[config.mk]
export PLATFORM = sky130hd
export DESIGN_NAME = btn_capture
export DESIGN_NICKNAME = d
export VERILOG_FILES = /design/src/rtl/btncap_pkg.sv /design/src/rtl/btn_sync.sv /design/src/rtl/win_counter.sv /design/src/rtl/capture_fsm.sv /design/src/rtl/btn_capture.sv
export SDC_FILE = /design/constraint.sdc
export NUM_CORES = 1
export LEC_CHECK = 0
export BUFFER_PORTS_ARGS = -buffer_cell sky130_fd_sc_hd__buf_4
export CAP_MARGIN = 30
export CORE_MARGIN = 1
export CORE_UTILIZATION = 35
export CTS_CLUSTER_DIAMETER = 60
export DETAILED_ROUTE_END_ITERATION = 10
export GPL_TIMING_DRIVEN = 0
export SETUP_SLACK_MARGIN = 0.15
export SKIP_CTS_REPAIR_TIMING = 1
export SYNTH_ARGS = -nofsm -noshare
export SYNTH_HDL_FRONTEND = slang
export SYNTH_SLANG_ARGS = --single-unit
[constraint.sdc]
create_clock -name clk -period 4 [get_ports clk]
set_input_delay 0.2 -clock clk [delete_from_list [all_inputs] [get_ports clk]]
set_output_delay 0.2 -clock clk [all_outputs]
set_load 0.02 [all_outputs]
[src/rtl/btncap_pkg.sv]
package btncap_pkg;
    localparam int BTN_COUNT = 4;

    typedef enum logic [1:0] {
        ST_IDLE = 2'd0,
        ST_QUAL = 2'd1,
        ST_HELD = 2'd2
    } cap_state_e;
endpackage

[src/rtl/btn_sync.sv]
module btn_sync #(
    parameter int WIDTH  = 4,
    parameter int STAGES = 2
) (
    input  logic             clk,
    input  logic             rst_n,
    input  logic [WIDTH-1:0] raw_i,
    output logic [WIDTH-1:0] sync_o
);
    // one independent flop chain per button line
    generate
        for (genvar g = 0; g < WIDTH; g++) begin : g_line
            logic [STAGES-1:0] chain_q;
            always_ff @(posedge clk or negedge rst_n) begin
                if (!rst_n) begin
                    chain_q <= '0;
                end else begin
                    chain_q <= {chain_q[STAGES-2:0], raw_i[g]};
                end
            end
            assign sync_o[g] = chain_q[STAGES-1];
        end
    endgenerate
endmodule

[src/rtl/win_counter.sv]
module win_counter #(
    parameter int WIN_TICKS = 8
) (
    input  logic clk,
    input  logic rst_n,
    input  logic clr_i,
    input  logic inc_i,
    output logic expire_o
);
    localparam int CW = (WIN_TICKS > 2) ? $clog2(WIN_TICKS) : 1;
    localparam logic [CW-1:0] LAST = CW'(WIN_TICKS - 1);

    logic [CW-1:0] cnt_q;

    assign expire_o = inc_i && !clr_i && (cnt_q == LAST);

    always_ff @(posedge clk or negedge rst_n) begin
        if (!rst_n) begin
            cnt_q <= '0;
        end else if (clr_i || expire_o) begin
            cnt_q <= '0;
        end else if (inc_i) begin
            cnt_q <= cnt_q + 1'b1;
        end
    end


    cnt_range_chk: assert property (@(posedge clk) disable iff (!rst_n)
        32'(cnt_q) < WIN_TICKS);
endmodule

[src/rtl/capture_fsm.sv]
module capture_fsm
    import btncap_pkg::*;
#(
    parameter int WIDTH = 4
) (
    input  logic             clk,
    input  logic             rst_n,
    input  logic [WIDTH-1:0] btn_i,
    input  logic             expire_i,
    input  logic             done_i,
    output logic             cnt_clr_o,
    output logic             wake_o,
    output logic [WIDTH-1:0] word_o
);
    cap_state_e       state_q, state_d;
    logic [WIDTH-1:0] mask_q;
    logic             any_act;

    assign any_act   = |btn_i;
    assign cnt_clr_o = !any_act || (state_q == ST_HELD);

    // state register
    always_ff @(posedge clk or negedge rst_n) begin
        if (!rst_n) begin
            state_q <= ST_IDLE;
        end else begin
            state_q <= state_d;
        end
    end

    // transitions
    always_comb begin
        state_d = state_q;
        unique case (state_q)
            ST_IDLE: if (any_act)       state_d = ST_QUAL;
            ST_QUAL: if (!any_act)      state_d = ST_IDLE;
                     else if (expire_i) state_d = ST_HELD;
            ST_HELD: if (done_i)        state_d = ST_IDLE;
            default:                    state_d = ST_IDLE;
        endcase
    end

    // outputs: collected mask, wake pulse, frozen word
    always_ff @(posedge clk or negedge rst_n) begin
        if (!rst_n) begin
            mask_q <= '0;
            wake_o <= 1'b0;
            word_o <= '0;
        end else begin
            wake_o <= 1'b0;
            unique case (state_q)
                ST_IDLE: mask_q <= any_act ? btn_i : '0;
                ST_QUAL: begin
                    if (!any_act) begin
                        mask_q <= '0;
                    end else if (expire_i) begin
                        word_o <= mask_q | btn_i;
                        wake_o <= 1'b1;
                        mask_q <= '0;
                    end else begin
                        mask_q <= mask_q | btn_i;
                    end
                end
                ST_HELD: mask_q <= '0;
                default: mask_q <= '0;
            endcase
        end
    end


    wake_pulse_chk: assert property (@(posedge clk) disable iff (!rst_n)
        wake_o |=> !wake_o);


    word_frozen_chk: assert property (@(posedge clk) disable iff (!rst_n)
        !wake_o |-> $stable(word_o));


    no_rearm_chk: assert property (@(posedge clk) disable iff (!rst_n)
        wake_o |-> ($past(state_q) != ST_HELD));
endmodule

[src/rtl/btn_capture.sv]
module btn_capture
    import btncap_pkg::*;
#(
    parameter int WIN_TICKS   = 8,
    parameter int SYNC_STAGES = 2
) (
    input  logic                 clk,
    input  logic                 rst_n,
    input  logic                 tick_i,
    input  logic [BTN_COUNT-1:0] btn_raw_i,
    input  logic                 seq_done_i,
    output logic                 wake_o,
    output logic [BTN_COUNT-1:0] word_o
);
    logic [BTN_COUNT-1:0] btn_s;
    logic                 cnt_clr;
    logic                 expire;
    logic                 cnt_inc;

    btn_sync #(
        .WIDTH (BTN_COUNT),
        .STAGES(SYNC_STAGES)
    ) u_sync (
        .clk   (clk),
        .rst_n (rst_n),
        .raw_i (btn_raw_i),
        .sync_o(btn_s)
    );

    assign cnt_inc = tick_i && (|btn_s);

    win_counter #(
        .WIN_TICKS(WIN_TICKS)
    ) u_cnt (
        .clk     (clk),
        .rst_n   (rst_n),
        .clr_i   (cnt_clr),
        .inc_i   (cnt_inc),
        .expire_o(expire)
    );

    capture_fsm #(
        .WIDTH(BTN_COUNT)
    ) u_fsm (
        .clk      (clk),
        .rst_n    (rst_n),
        .btn_i    (btn_s),
        .expire_i (expire),
        .done_i   (seq_done_i),
        .cnt_clr_o(cnt_clr),
        .wake_o   (wake_o),
        .word_o   (word_o)
    );


    wake_tick_chk: assert property (@(posedge clk) disable iff (!rst_n)
        wake_o |-> $past(tick_i));
endmodule

==> qor.yml <==
placement:
  dp_hpwl_um: 784
  place_area_sq_um: 926
  io_buffers: 11
  gp_congestion: 0.719
global_route:
  grt.total_usage: 0.100
  grt_pass1_vias: 426
  antenna_found_initial: 0
  grt_max_degree: 23
  grt_pass1_wl_um: 1820
  overflow: 0
outcome:
  status: "completed"
cells_and_area:
  layout-drive-gt1-share: 0.232
  antenna_cells: 0
  layout_common_cells: "22 x dfrtp_1, 11 x buf_4, 8 x nor2_1"
  post-route-util: 0.462
  syn2layout_area_growth_pct: 25.2
  finish.instance_area_sq_mm: 0.00101
  fillers: 197
  final_common_cell: "dfrtp_1"
  nets: 93
cts:
  cts_root_buffer: "clkbuf_4"
  cts_buffer_depth: 2
  clkSinkCount: 22
  clkSlewWorstSetupHoldPaths_ns: 0.11
  cts_tree: "yes"
  clock_latency_ns: 0.30
  htreeDepth: 1
  cts_buffers: 3
floorplan:
  num_rows: 17
  fp.coreArea_sq_mm: 0.00219
  top_level_ports: 13
  die_area_sq_mm: 0.00251
  dieWidth_um: 50.1
  start_util: 0.369
  dieHeight_um: 50.1
synthesis:
  synth.net_count: 72
  synth_warnings: 0
  synth_area_sq_um: 808
  ys_ff_latch: 22
  synth_top_area_frac: 0.681
  yosysSeqAreaShare: 0.681
  synth_area_leaders: "dfrtp_1 68%, mux2i_1 7.4%, nor2_1 3.7%"
  synthDistinctLibCells: 16
  postSynthCellCount: 62
  avgSynthCellArea_sq_um: 13.0
  yosys.area.top_type: "dfrtp_1"
sta:
  rsz0062_at_grt: "no"
  slew_headroom: 0.750
  fmax_mhz: 664
  tns_ns: 0
  slew_viol_final: 0
  worst_pin_slew_ns: 0.375
  setup_viol: 0
  fin_crit_sh: 0.376
  holdWs_ns: 0.0632
  hold_viol_final: 0
  period_minus_slack_ns: 1.51
  skew_ns: 0.00295
route:
  drtIter0Drc: 8
  vias_per_cell: 4.34
  first_pass_iters: 4
  antenna_left: 0
  vias: 477
  wl_um: 1100
  drc: 0
  wl_per_cell_um: 10.0
power:
  power_density_mw_per_mm2: 547
  ir_worst_vdd_mv: 0.390
  power.leakage_uw: 0.000478
worst_hold_path:
  hold_depth: 2
  hp-class: "in2reg"
critical_path:
  critPathCaptureType: "flop"
  worstPathMaxFanout: 6
  path_class: "reg2reg"
  rrSetupSlack_ns: 2.49
  cp_data_required_time_ns: 4.23
  start_kind: "flop"
  reg2reg_depth: 5
  cp.arrival_ns: 1.74
flow_run:
  cap_violations: 0
report_power, final:
part / leakage [uW] / internal (uW) / switching, uW
sequential: 0.000245 / 275 / 31.2
combinational: 0.000212 / 65.1 / 66.9
clock: 0.0000210 / 55.5 / 60.6
cells in the mapped netlist:
cell type  number
mux2i_1         6
o21bai_1        1
or4_4           1
nand2b_1        1
nand3_1         2
xnor2_1         1
nand2_1         2
nor3_1          4
ha_1            2
a21oi_1         4
nor2_1          8
a21boi_1        1
nor3b_4         1
dfrtp_1        22
buf_2           2
inv_1           4
logic make-up after synthesis:
family / synth area share
adder cells (fa/ha/maj): 0.0310
flip-flops: 0.681
buffers and inverters: 0.0310
AO/OA/AOI/OAI: 0.0434
AND/OR/NAND/NOR: 0.128
XOR/XNOR: 0.0108
multiplexers: 0.0743
state kept, by name, indices dropped and copies added, names as in the netlist:
| name | flops |
|---|---|
| u_sync.g_line.chain_q | 8 |
| u_fsm.state_q | 2 |
| u_cnt.cnt_q | 3 |
| u_fsm.mask_q | 4 |
| u_fsm.wake_o | 1 |
| u_fsm.word_o | 4 |
worst max-delay path, stage by stage (launching register included):
cell and delay, ns:
dfrtp_1 0.39, ha_1 0.16, ha_1 0.15, nand3_1 0.13, nor3b_4 0.39, mux2i_1 0.23
per-layer routing:
metal  global-route usage  part of all wire
met1                0.116              0.50
met2                0.164              0.45
met3               0.0463             0.039
met4               0.0286             0.010
met5                    0                 0
final timing paths:
| check | from | end |
|---|---|---|
| max | u_cnt.cnt_q[0]$_DFFE_PN0P_ | u_fsm.word_o[2]$_DFFE_PN0P_ |
| min reg2reg | u_sync.g_line[1].chain_q[0]$_DFF_PN0_ | u_sync.g_line[1].chain_q[1]$_DFF_PN0_ |
| min | seq_done_i | u_fsm.state_q[1]$_DFFE_PN0P_ |
| max in group asynchronous | rst_n | u_sync.g_line[1].chain_q[1]$_DFF_PN0_ |
| min in group asynchronous | rst_n | u_fsm.mask_q[2]$_DFF_PN0_ |
| max reg2reg | u_cnt.cnt_q[0]$_DFFE_PN0P_ | u_fsm.word_o[2]$_DFFE_PN0P_ |
layout make-up:
class                   instances  area (sq um)  area share
plain buffers                   2          10.0     0.00989
clock buffers                   4          36.3      0.0358
inverters                       4          15.0      0.0148
multi-input cells              34           233       0.230
flip-flops and latches         22           551       0.544
well taps                      28          35.0      0.0346
repair buffers                 16           133       0.131
per-stage QoR:
| step | instances | power (uW) | worst slack, ns |
|---|---|---|---|
| global placement | 101 | 433 | 2.52 |
| CTS | 105 | 557 | 2.47 |
| floorplan | 62 | 394 | 2.63 |
| finish | 110 | 554 | 2.49 |
| global route | 110 | 591 | 2.35 |
| detailed placement | 101 | 442 | 2.50 |
(Power assumes the default switching activity.)
